$ cat config.mk
export PLATFORM = sky130hd
export DESIGN_NAME = prescaled_watchdog
export DESIGN_NICKNAME = d
export VERILOG_FILES = /design/src/rtl/wdt_pkg.sv /design/src/rtl/wdt_src_sel.sv /design/src/rtl/wdt_prescaler.sv /design/src/rtl/prescaled_watchdog.sv
export SDC_FILE = /design/constraint.sdc
export NUM_CORES = 1
export LEC_CHECK = 0
export ABC_AREA = 1
export BUFFER_PORTS_ARGS = -buffer_cell sky130_fd_sc_hd__buf_2
export CAP_MARGIN = 20
export CORE_MARGIN = 1
export CORE_UTILIZATION = 45
export DETAILED_ROUTE_END_ITERATION = 8
export PLACE_DENSITY = 0.74
export SETUP_SLACK_MARGIN = 0.2
export SYNTH_ARGS = -nofsm -noshare
export SYNTH_HDL_FRONTEND = slang
export SYNTH_SLANG_ARGS = --single-unit
$ cat constraint.sdc
create_clock -name clk -period 2.6 [get_ports clk]
set_input_delay 0.26 -clock clk [delete_from_list [all_inputs] [get_ports clk]]
set_output_delay 0.26 -clock clk [all_outputs]
set_load 0.02 [all_outputs]
$ cat src/rtl/wdt_pkg.sv
package wdt_pkg;
    // Word select taken from byte address bits 3:2
    typedef enum logic [1:0] {
        SEL_CMP  = 2'd0,
        SEL_ENA  = 2'd1,
        SEL_CNT  = 2'd2,
        SEL_CTRL = 2'd3
    } reg_sel_e;

    localparam int SEL_LSB = 2;
endpackage

$ cat src/rtl/wdt_src_sel.sv
module wdt_src_sel #(
    parameter int SRC_N = 3
) (
    input  logic [SRC_N-1:0] src_en,
    input  logic [SRC_N-1:0] src_ticks,
    output logic             src_valid,
    output logic             src_tick
);
    always_comb begin
        src_valid = $onehot(src_en);
        src_tick  = src_valid && (|(src_en & src_ticks));
    end
endmodule

$ cat src/rtl/wdt_prescaler.sv
module wdt_prescaler #(
    parameter int CODE_W   = 3,
    parameter int MAX_CODE = 5
) (
    input  logic              clk,
    input  logic              rst_n,
    input  logic              clear,
    input  logic              step,
    input  logic [CODE_W-1:0] code,
    output logic              tick_o
);
    localparam int DIV_W = 2 * MAX_CODE;

    logic [DIV_W-1:0] pre_d, pre_q;
    logic [DIV_W-1:0] term;
    int               eff;

    always_comb begin
        eff    = (int'(code) > MAX_CODE) ? MAX_CODE : int'(code);
        term   = DIV_W'((32'd1 << (2 * eff)) - 32'd1);
        tick_o = step && !clear && (pre_q == term);
        pre_d  = pre_q;
        if (clear) begin
            pre_d = '0;
        end else if (step) begin
            pre_d = (pre_q == term) ? '0 : pre_q + 1'b1;
        end
    end

    always_ff @(posedge clk) begin
        if (!rst_n) begin
            pre_q <= '0;
        end else begin
            pre_q <= pre_d;
        end
    end
endmodule

$ cat src/rtl/prescaled_watchdog.sv
module prescaled_watchdog
    import wdt_pkg::*;
#(
    parameter int CNT_W    = 16,
    parameter int DATA_W   = 16,
    parameter int ADDR_W   = 4,
    parameter int CODE_W   = 3,
    parameter int MAX_CODE = 5,
    parameter int FLAG_BIT = 15
) (
    input  logic              clk,
    input  logic              rst_n,
    input  logic              bus_we,
    input  logic [ADDR_W-1:0] bus_addr,
    input  logic [DATA_W-1:0] bus_wdata,
    output logic [DATA_W-1:0] bus_rdata,
    input  logic              tick_pclk,
    input  logic              tick_rtc,
    input  logic              tick_ext,
    output logic              rst_req,
    output logic              expired
);
    localparam int SRC_N    = 3;
    localparam int CODE_LSB = SRC_N;
    localparam int CODE_MSB = SRC_N + CODE_W - 1;

    typedef struct packed {
        logic [CNT_W-1:0]  cmp;
        logic [CNT_W-1:0]  cnt;
        logic              en;
        logic [SRC_N-1:0]  src;
        logic [CODE_W-1:0] code;
        logic              flag;
        logic              pulse;
    } wdt_state_t;

    wdt_state_t st_d, st_q;

    reg_sel_e          sel;
    logic              aligned;
    logic              wr_cmp, wr_ena, wr_cnt, wr_ctrl, flag_clr;
    logic              src_valid, src_tick, pre_clear, pre_tick;
    logic [CNT_W-1:0]  inc;
    logic [CNT_W-1:0]  cnt_now, cmp_now;
    logic [SRC_N-1:0]  src_now;
    logic              en_now;

    // Address decode
    always_comb begin
        sel      = reg_sel_e'(bus_addr[SEL_LSB+1:SEL_LSB]);
        aligned  = (bus_addr[SEL_LSB-1:0] == '0);
        wr_cmp   = bus_we && aligned && (sel == SEL_CMP);
        wr_ena   = bus_we && aligned && (sel == SEL_ENA);
        wr_cnt   = bus_we && aligned && (sel == SEL_CNT);
        wr_ctrl  = bus_we && aligned && (sel == SEL_CTRL);
        flag_clr = wr_ctrl && bus_wdata[FLAG_BIT];
    end

    wdt_src_sel #(.SRC_N(SRC_N)) u_src (
        .src_en    (st_q.src),
        .src_ticks ({tick_ext, tick_rtc, tick_pclk}),
        .src_valid (src_valid),
        .src_tick  (src_tick)
    );

    assign pre_clear = wr_ctrl || !st_q.en;

    wdt_prescaler #(.CODE_W(CODE_W), .MAX_CODE(MAX_CODE)) u_pre (
        .clk    (clk),
        .rst_n  (rst_n),
        .clear  (pre_clear),
        .step   (st_q.en && src_valid && src_tick),
        .code   (st_q.code),
        .tick_o (pre_tick)
    );

    // Next-state computation
    always_comb begin
        st_d       = st_q;
        st_d.pulse = 1'b0;
        inc        = st_q.cnt + 1'b1;

        if (wr_cmp) begin
            st_d.cmp = bus_wdata[CNT_W-1:0];
        end
        if (wr_ena) begin
            st_d.en = bus_wdata[0];
        end
        if (wr_ctrl) begin
            st_d.src  = bus_wdata[SRC_N-1:0];
            st_d.code = bus_wdata[CODE_MSB:CODE_LSB];
        end
        if (flag_clr) begin
            st_d.flag = 1'b0;
        end

        if (wr_cnt) begin
            st_d.cnt = bus_wdata[CNT_W-1:0];
        end else if (pre_tick) begin
            st_d.cnt   = inc;
            st_d.pulse = (inc == st_q.cmp);
        end

        if (st_d.pulse) begin
            st_d.flag = 1'b1;
        end
    end

    always_ff @(posedge clk) begin
        if (!rst_n) begin
            st_q <= '0;
        end else begin
            st_q <= st_d;
        end
    end

    assign cnt_now = st_q.cnt;
    assign cmp_now = st_q.cmp;
    assign src_now = st_q.src;
    assign en_now  = st_q.en;
    assign rst_req = st_q.pulse;
    assign expired = st_q.flag;

    // Read mux
    always_comb begin
        bus_rdata = '0;
        if (aligned) begin
            case (sel)
                SEL_CMP:  bus_rdata[CNT_W-1:0] = cmp_now;
                SEL_ENA:  bus_rdata[0] = en_now;
                SEL_CNT:  bus_rdata[CNT_W-1:0] = cnt_now;
                SEL_CTRL: begin
                    bus_rdata[SRC_N-1:0]         = src_now;
                    bus_rdata[CODE_MSB:CODE_LSB] = st_q.code;
                    bus_rdata[FLAG_BIT]          = st_q.flag;
                end
                default:  bus_rdata = '0;
            endcase
        end
    end
endmodule

* Word level (Yosys, flattened, before mapping) *
Cells that the tools add are included.

word-level totals
  bits in registers = 51
  input bits = 26
  output and inout port bits = 18
  word-level logic and storage cells = 56

cells by class
  $add $sub $neg = 5
  order comparisons = 1
  equality and inequality tests = 6
  shift-type cells = 1
  multiplexer cells = 13
  bitwise operators = 2
  reduce and logical (&&, ||, !) cells = 20

operators with widths
  cell                   number
  $mux 16                3
  $shl 1x32->10 const A  1
  $pmux 9 s2             1
  $add 16x1->16 const B  1
  $eq 16x16->1           1
  $pmux 5 s3             1
  $logic_and 1x1->1      11
  $add 10x1->10 const B  1
  $eq 10x10->1           1
  $mux 10                1
  $sub 10x1->10 const B  1
  $eq 2x1->1 const B     2
  $eq 2x2->1 const B     2
  $logic_not 2->1        2
  $mux 1                 4
  $pmux 1 s4             1
  $reduce_bool 2->1      2
  $and 3x3->3            1
  $gt 3x3->1 const B     1
  $mux 3                 1
  $pmux 1 s3             1
  $reduce_or 3->1        1
  $add 1x1->2            1
  $add 2x1->2            1
  other kinds (4)        5

* Logic depth before layout (Yosys ltp) *
Gate-level depths: netlist of the first run.

  depth after elaboration = 10
  depth in mapped cells = 15
  mapped depth without buffers = 15

* Modules after synthesis *
From an unflattened synthesis of the first run, not the netlist that was laid out.

unflattened totals
  cell total of the unflattened synthesis = 579
  area total of the unflattened synthesis = 3554.7 sq um

modules (own cells, without submodules)
  module              instances  cells an instance  area each (sq um)  seq. area each (sq um)
  prescaled_watchdog  1          450                2780.2             820.8
  wdt_prescaler       1          120                715.7              200.2
  wdt_src_sel         1          9                  58.8               0.0

* Least setup slack after synthesis of the first run *
OpenSTA, ideal clock, no wires.

  path kind = reg2reg
  from = reg st_q, in the netlist src_now[0]
  to = reg st_q, in the netlist cnt_now[8]
  setup time = 116 ps
  arrival time = 1868 ps
  required time = 2484 ps
  slack = 616 ps
  cell stages (with the launch flop) = 14
  cell sequence = dfxtp_1 -> inv_1 -> fa_1 -> nor2_1 -> nand2_2 -> clkinv_2 -> nand3_1 -> nor2_2 -> nand3_2 -> nand2_4 -> inv_2 -> buf_6 -> nor2_1 -> nor2_1

on the way
  word-level cells in the longest chain between the ends = 8

ends and longest elaborated chain
  item                                         line                                         text
  start: declaration                           prescaled_watchdog.sv:37                     wdt_state_t st_d, st_q;
  start signal: assignment                     prescaled_watchdog.sv:113                    st_q <= st_d;
  $add 1x1->2 (not written as such)            wdt_src_sel.sv:10                            src_valid = $onehot(src_en);
  $add 2x1->2 (not written as such)            wdt_src_sel.sv:10
  $eq 2x1->1                                   wdt_src_sel.sv:10
  $logic_and 1x1->1, on equally long branches  prescaled_watchdog.sv:72, wdt_src_sel.sv:11
  $logic_and 1x1->1 *                          prescaled_watchdog.sv:72                     .step (st_q.en && src_valid && src_tick),
  $logic_and 1x1->1 * (2 in a row)             wdt_prescaler.sv:21                          tick_o = step && !clear && (pre_q == term);
  $reduce_bool 2->1 (no source line) *         -

Mark *: on every way between the ends. The rest lies on a longest branch, timed or not.
A chain may end at the register's enable or synchronous reset.

* Final worst setup path of the first run *
  from = reg st_q, in the netlist src_now[0]
  to = reg st_q, in the netlist cnt_now[3]

Same word-level chain as after synthesis.

==> summary.md, run 1 <==
| Metric | Value |
|---|---|
| VDD IR-drop max | `181 uV` |
| Synth Area in Compound Gates | `0.183` |
| Worst setup path start | `src_now[0]` |
| CTS H-tree depth | `2` |
| Power consumption | `1.42 mW` |
| Layout cells sized above 1 | `0.147` |
| Placed Area | `3620 um2` |
| Fillers | `703` |
| Synth Area in XOR/XNOR | `0.00791` |
| CP endpoint kind | `flip-flop` |
| CTS tree | `done` |
| Die Y | `87.9 um` |
| Drt first pass iters | `5` |
| Clock share of power | `0.333` |
| FF/Latch Area | `1020 um2` |
| Leakage Power | `1.66 nW` |
| Synth-to-Final Area Change | `13.1%` |
| Tmin final | `2.18 ns` |
| Critical Path AT | `2.44 ns` |
| Placement Rows | `30` |
| Distinct cell type count after synthesis | `40` |
| Yosys warns | `0` |
| Post-Syn Area | `3320 um2` |
| Final #Nets | `622` |
| DR vias/cell | `5.22` |
| Setup ws final | `0.418 ns` |
| Worst slew pin tran | `0.527 ns` |
| Synthesized flop and latch total | `51` |
| Post-Synth Adder-Cell Area | `0.0173` |
| Pre-CTS WS | `0.321 ns` |
| Hold WC Path Type | `input pin to flip-flop` |
| Vias in the first global route | `3296` |
| Vias post-DR | `3597` |
| Sw Share | `0.276` |
| Area of the multi-input gates | `1980 um2` |
| Final count of negative-setup-slack endpoints | `0` |
| Largest net degree at the start of global routing | `32` |
| Commonest non-fill, non-tap cell in the layout | `nand2_1` |
| Seq/Total Area, Yosys | `0.307` |
| Simple-gate area share of the yosys netlist | `0.380` |
| Max Slew Vio Count | `0` |
| Root buf cell | `clkbuf_8` |
| First-pass GRT wire length | `15.1 mm` |
| # diodes | `0` |
| Pwr dens | `378 nW/um2` |
| RSZ-0062 raised after global routing | `no` |
| Largest family of logic cells by synthesized area | `simple AND/OR/NAND/NOR gates` |
| Tcrit/Tclk final | `0.839` |
| Mux share of post-synthesis cell area | `0` |
| Synth Instances | `548` |
| Top-level I/O count | `44` |
| P_int | `1.03 mW` |
| Final Hold Fails | `0` |
| Antenna violations before repair | `0` |
| Top FF cell, synth | `dfxtp_1` |
| Max Clk Rate | `0.458 GHz` |
| Relative slew slack | `0.648` |
| Die span in x | `87.9 um` |
| Number of flops mapped to enable cells by yosys | `0` |
| Clock skew | `0.0175 ns` |
| CP required | `2.86 ns` |
| Fin cells | `689` |
| Post-DP HPWL | `6.77 mm` |
| Cts bufs inserted | `5` |
| 1st-iter DRT viols | `242` |
| Clk slew on worst S/H paths | `0.10 ns` |
| Reg power frac | `0.564` |
| Die area | `7730 um2` |
| Skew-Pair Late Insertion Delay | `0.32 ns` |
| Drt wl/cell | `13.2 um` |
| Hold wc startpoint | `bus_wdata[1]` |
| Overall routing resource usage | `0.252` |
| Max cap viols | `0` |
| Syn_nets | `578` |
| Fin util | `0.541` |
| # placed instances | `678` |
| Cts hold-fix bufs | `0` |
| GRT overflow | `0` |
| Asr flop ratio synth | `0` |
| Kind of critical path | `flip-flop to flip-flop` |
| DRC Markers | `0` |
| IO Port Bufs | `43` |
| Clock sink count | `51` |
| Outcome | `finished, final reports clean` |
| Avg Cell Area, Syn | `6.06 um2` |
| Cell area after layout | `3760 um2` |
| Worst R2R Start | `src_now[0]` |
| Area of the core | `6940 um2` |
| CTS Buffer Depth | `2` |
| Starting Density | `0.478` |
| Part of the power in combinational logic | `0.103` |
| Setup crit start kind | `flip-flop` |
| Switching pwr | `392 uW` |
| WL final | `9.07 mm` |
| Crit Path Max Fanout | `15` |
| Hold WS | `0.237 ns` |
| Setup TNS | `0 ns` |
| GPL Wtd Cong | `0.906` |
| Commonest non-fill, non-tap cells in the layout | `169 x nand2_1, 64 x inv_1, 52 x nor2_1` |
| ANT nets after route | `0` |
[path summary, 6_finish.rpt]
| path | endpoint | slack, ns | depth (start not counted) |
|---|---|---|---|
| worst max register to register | cnt_now[3] | 0.42 | 12 |
| worst max-delay path | cnt_now[3] | 0.42 | 12 |
| worst min register to register | cmp_now[7] | 0.49 | 2 |
| worst min-delay path | cmp_now[1] | 0.24 | 3 |
[repair_timing]
action / 4_1_cts / 5_1_grt
buffers inserted: 0 / 3
resized for setup: 0 / 5
setup endpoints to repair: 0 / 14
[worst max-delay path, stage by stage (launching register included)]
cell	delay, ns
dfxtp_1	0.37
inv_1	0.08
fa_1	0.47
nor2_1	0.13
nand2_2	0.12
clkinv_2	0.09
nand3_1	0.11
nor2_4	0.15
nand3_4	0.12
nand2_8	0.15
buf_4	0.15
o21ai_0	0.06
a21oi_1	0.12
[metal layers]
metal,routed length (um),part of all wire,global-route usage,up-vias
met4,340,0.037,0.115,0
met3,465,0.051,0.0339,30
met2,4250,0.47,0.428,115
li1,-,-,-,1854
met5,0,0,0,-
met1,4010,0.44,0.316,1598
[registers in the layout, indices dropped and copies added, names as in the netlist]
signal       count
cmp_now         16
expired          1
st_q             3
src_now          3
en_now           1
rst_req          1
cnt_now         16
u_pre.pre_q     10
[final cells by class]
type | count | area share
multi-input cells | 410 | 0.526
flip-flops and latches | 51 | 0.272
inverters | 73 | 0.0740
repair buffers | 51 | 0.0733
well taps | 96 | 0.0320
clock buffers | 6 | 0.0193
clock inverters | 2 | 0.00333
[cell families (layout without fill, tap and decap cells)]
group	after synthesis	count (layout)
adders and majority gates	4	4
xor gates and xnor gates	3	3
buffers and inverters	87	132
and+or+nand+nor	291	291
DFF	51	51
AOI/OAI and AO/OA	112	112
[power by group through the flow]
| stage | Sequential (mW) | Combinational [mW] | Clock, mW |
|---|---|---|---|
| CTS | 0.801 | 0.143 | 0.479 |
| global placement | 0.819 | 0.140 | 0 |
| detailed placement | 0.819 | 0.142 | 0 |
| finish | 0.802 | 0.147 | 0.472 |
| floorplan | 0.817 | 0.0872 | 0 |
| global route | 0.804 | 0.166 | 0.514 |
[cells in the mapped netlist (3+ instances only)]
cell type  number  area [um2]
clkbuf_1       10        37.5
nor2_1         52         195
nor2_2          5        31.3
o21ai_0        47         235
nand3_1        35         175
nand2_2         4        25.0
o211ai_1        3        22.5
o22ai_1         4        25.0
dfxtp_1        51        1020
nand2_1       169         634
ha_1            3        37.5
a21oi_1        45         225
nor3_1          5        25.0
inv_2           7        26.3
a221oi_1        3        26.3
nand4_1         7        43.8
inv_1          64         240
No activity file was read; power rests on OpenSTA's default activity.
==> inputs of run 2 (changes only) <==
- ABC_AREA: 1 -> 0
- clock period: 2.6 -> 2.1 ns (I/O delays scaled with it)
==> run 2 against run 1 <==
Compared with the run above: the flow now finishes with violations (negative setup slack); final cell count fell by 17%; design area rose by 11%; worst hold slack got worse by 0.071 ns; total power rose by 35%; critical path depth fell by 4; clock power rose by 50%; clock skew fell by 0.012 ns; non-clock buffer count rose by 48; die area barely moved; maximum frequency fell by 13%; routed wire length fell by 0.58%; critical endpoint is now cnt_now[14]; highest routed layer unchanged.
==> summary.md, run 2 <==
| Metric | Value |
|---|---|
| Outcome | `complete, but fails checks` |
| Failing checks | `negative setup slack` |
| Number of flops mapped to enable cells by yosys | `0 (unchanged)` |
| CTS tree | `done` |
| Antenna violations before repair | `0 (unchanged)` |
| Seq/Total Area, Yosys | `0.308 (about the same)` |
| Max Clk Rate | `0.396 GHz (-13%)` |
| Syn_nets | `429 (-26%)` |
| GRT overflow | `0 (unchanged)` |
| # diodes | `0 (unchanged)` |
| Critical Path AT | `2.77 ns (+0.33 ns)` |
| Final count of negative-setup-slack endpoints | `28 (+28)` |
| CTS Buffer Depth | `2 (unchanged)` |
| Max cap viols | `0 (unchanged)` |
| Worst slew pin tran | `0.518 ns (-0.00875 ns)` |
| Area contributors post-synth | `dfxtp_1 31%, mux2i_1 13%, xnor2_1 7.9%` |
| Avg Cell Area, Syn | `8.32 um2 (+37%)` |
| Setup crit start kind | `flip-flop` |
| Hold WC Path Type | `input pin to flip-flop` |
| Post-DP HPWL | `6.47 mm (-4.4%)` |
| Hold WS | `0.165 ns (-0.0714 ns)` |
| Post-Syn Area | `3320 um2 (about the same)` |
| ANT nets after route | `0 (unchanged)` |
| Fin cells | `570 (-17%)` |
| Yosys top cell by area | `dfxtp_1` |
| Top FF cell, synth | `dfxtp_1` |
| Root buf cell | `clkbuf_8` |
| Final #Nets | `503 (-19%)` |
| Clock sink count | `51 (unchanged)` |
| Asr flop ratio synth | `0 (unchanged)` |
| FF/Latch Area | `1020 um2 (+0.24%)` |
| Layout cells sized above 1 | `0.285 (+0.138)` |
| Die Y | `87.9 um (about the same)` |
| Yosys top cell area share | `0.308 (about the same)` |
| Tmin final | `2.52 ns (+0.340 ns)` |
| Vias in the first global route | `2974 (-9.8%)` |
| First-pass GRT wire length | `14.5 mm (-4.0%)` |
| Drt wl/cell | `15.8 um (+20%)` |
| Vias post-DR | `3198 (-11%)` |
| Setup ws final | `-0.422 ns (-0.840 ns)` |
| Pwr dens | `457 nW/um2 (+21%)` |
| Cts hold-fix bufs | `0 (unchanged)` |
| Synthesized flop and latch total | `51 (unchanged)` |
| Cts bufs inserted | `5 (unchanged)` |
| Top-level I/O count | `44 (unchanged)` |
| Yosys warns | `0 (unchanged)` |
| Overall routing resource usage | `0.245 (-0.00700)` |
| CP Cell Sequence | `or3b_4 > ha_4 > xnor2_2 > a211oi_2 > o21ai_1 > or3_4 > or4_1 > a31oi_1` |
| # placed instances | `554 (-18%)` |
| Slowest CP cell | `or4_1` |
| RSZ-0062 raised after global routing | `yes` |
| Relative slew slack | `0.650 (+0.00169)` |
| Die span in x | `87.9 um (about the same)` |
| Fillers | `630 (-10%)` |
| DRC Markers | `0 (unchanged)` |
| Clock skew | `0.00585 ns (-0.0117 ns)` |
| CP required | `2.34 ns (-0.52 ns)` |
| Largest net degree at the start of global routing | `42 (+31%)` |
| GPL Wtd Cong | `0.886 (-2.3%)` |
| IO Port Bufs | `43 (unchanged)` |
| Setup TNS | `-9.33 ns (-9.33 ns)` |
| Placement Rows | `30 (unchanged)` |
| Kind of critical path | `flip-flop to flip-flop` |
| Synth Instances | `399 (-27%)` |
| Area of the core | `6940 um2 (unchanged)` |
| CP endpoint kind | `flip-flop` |
| Synth-to-Final Area Change | `26.1%` |
| Synth cell count leaders | `51 x dfxtp_1, 42 x mux2i_1, 36 x nor2_1` |
| CTS H-tree depth | `2 (unchanged)` |
| Commonest non-fill, non-tap cells in the layout | `54 x buf_4, 49 x dfxtp_1, 43 x buf_2` |
| Drt first pass iters | `5 (unchanged)` |
| Distinct cell type count after synthesis | `54 (+35%)` |
| Tcrit/Tclk final | `1.20 (+0.362)` |
| Max Slew Vio Count | `0 (unchanged)` |
| Die area | `7720 um2 (about the same)` |
| Area of the multi-input gates | `2260 um2 (+14%)` |
| Skew-Pair Late Insertion Delay | `0.31 ns (about the same)` |
| Clk slew on worst S/H paths | `0.10 ns (about the same)` |
| Leakage Power | `1.58 nW (-4.6%)` |
| Most frequent cell after synthesis | `dfxtp_1` |
| VDD IR-drop max | `272 uV (+50%)` |
| CP max stage delay | `0.47 ns (about the same)` |
| 1st-iter DRT viols | `196 (-19%)` |
| Commonest non-fill, non-tap cell in the layout | `buf_4` |
| DR vias/cell | `5.61 (+7.5%)` |
| Starting Density | `0.478 (about the same)` |
| WL final | `9.02 mm (-0.58%)` |
| Crit Path Max Fanout | `4 (-11)` |
| Final Hold Fails | `0 (unchanged)` |
## run 2: area by class of cell
class	count	share of cell area
multi-input cells	310	0.541
well taps	96	0.0287
flip-flops and latches	51	0.245
repair buffers	99	0.154
clock inverters	3	0.0105
inverters	6	0.00538
clock buffers	5	0.0164
## run 2: per-layer routing
layer,share of wire,GRT usage,vias up
li1,-,-,1558
met1,0.45,0.327,1514
met2,0.48,0.402,101
met3,0.051,0.0330,25
met4,0.025,0.0909,0
met5,0,0,-
## run 2: stage by stage
stage | total power, mW | setup WS, ns | instance area (um2) | utilization
floorplan | 1.13 | -0.528 | 3390 | -
global placement | 1.21 | -0.402 | 3940 | 0.567
detailed placement | 1.21 | -0.491 | 3940 | 0.567
CTS | 1.92 | -0.446 | 4180 | 0.602
global route | 1.98 | -0.517 | 4190 | 0.603
finish | 1.91 | -0.422 | 4190 | 0.603
## run 2: worst paths after layout
kind / cells after the start / endpoint / slack, ns / start
setup / recovery: 8 / cnt_now[14] / -0.42 / st_q[2]
hold / removal: 3 / cnt_now[11] / 0.17 / bus_wdata[11]
hold reg to reg: 2 / cmp_now[3] / 0.56 / cmp_now[3]
setup reg to reg: 8 / cnt_now[14] / -0.42 / st_q[2]
## run 2: kinds of logic after synthesis
family                     synth area share
and+or+nand+nor                       0.252
AOI/OAI and AO/OA                     0.125
DFF                                   0.308
xor gates and xnor gates              0.119
muxes                                 0.133
buffers and inverters                0.0464
adders and majority gates            0.0173
## run 2: worst max-delay path, delay by kind of cell, from the launching register on
family	cells	cell delay, ns
XOR/XNOR	1	0.13
flip-flops	1	0.37
AO/OA/AOI/OAI	3	0.44
adder cells (fa/ha/maj)	1	0.26
AND/OR/NAND/NOR	3	1.27
## run 2: timing repair
item	in CTS	in global routing
pin swaps	7	2
buffers inserted	8	0
setup endpoints to repair	28	28
gates resized for setup	14	1
## run 2: where the power goes
| group | leakage, nW | switching (mW) | total (mW) | internal [mW] |
|---|---|---|---|---|
| clock network | 0.0581 | 0.350 | 0.706 | 0.356 |
| registers | 0.413 | 0.0134 | 0.992 | 0.979 |
| logic | 1.11 | 0.111 | 0.216 | 0.105 |
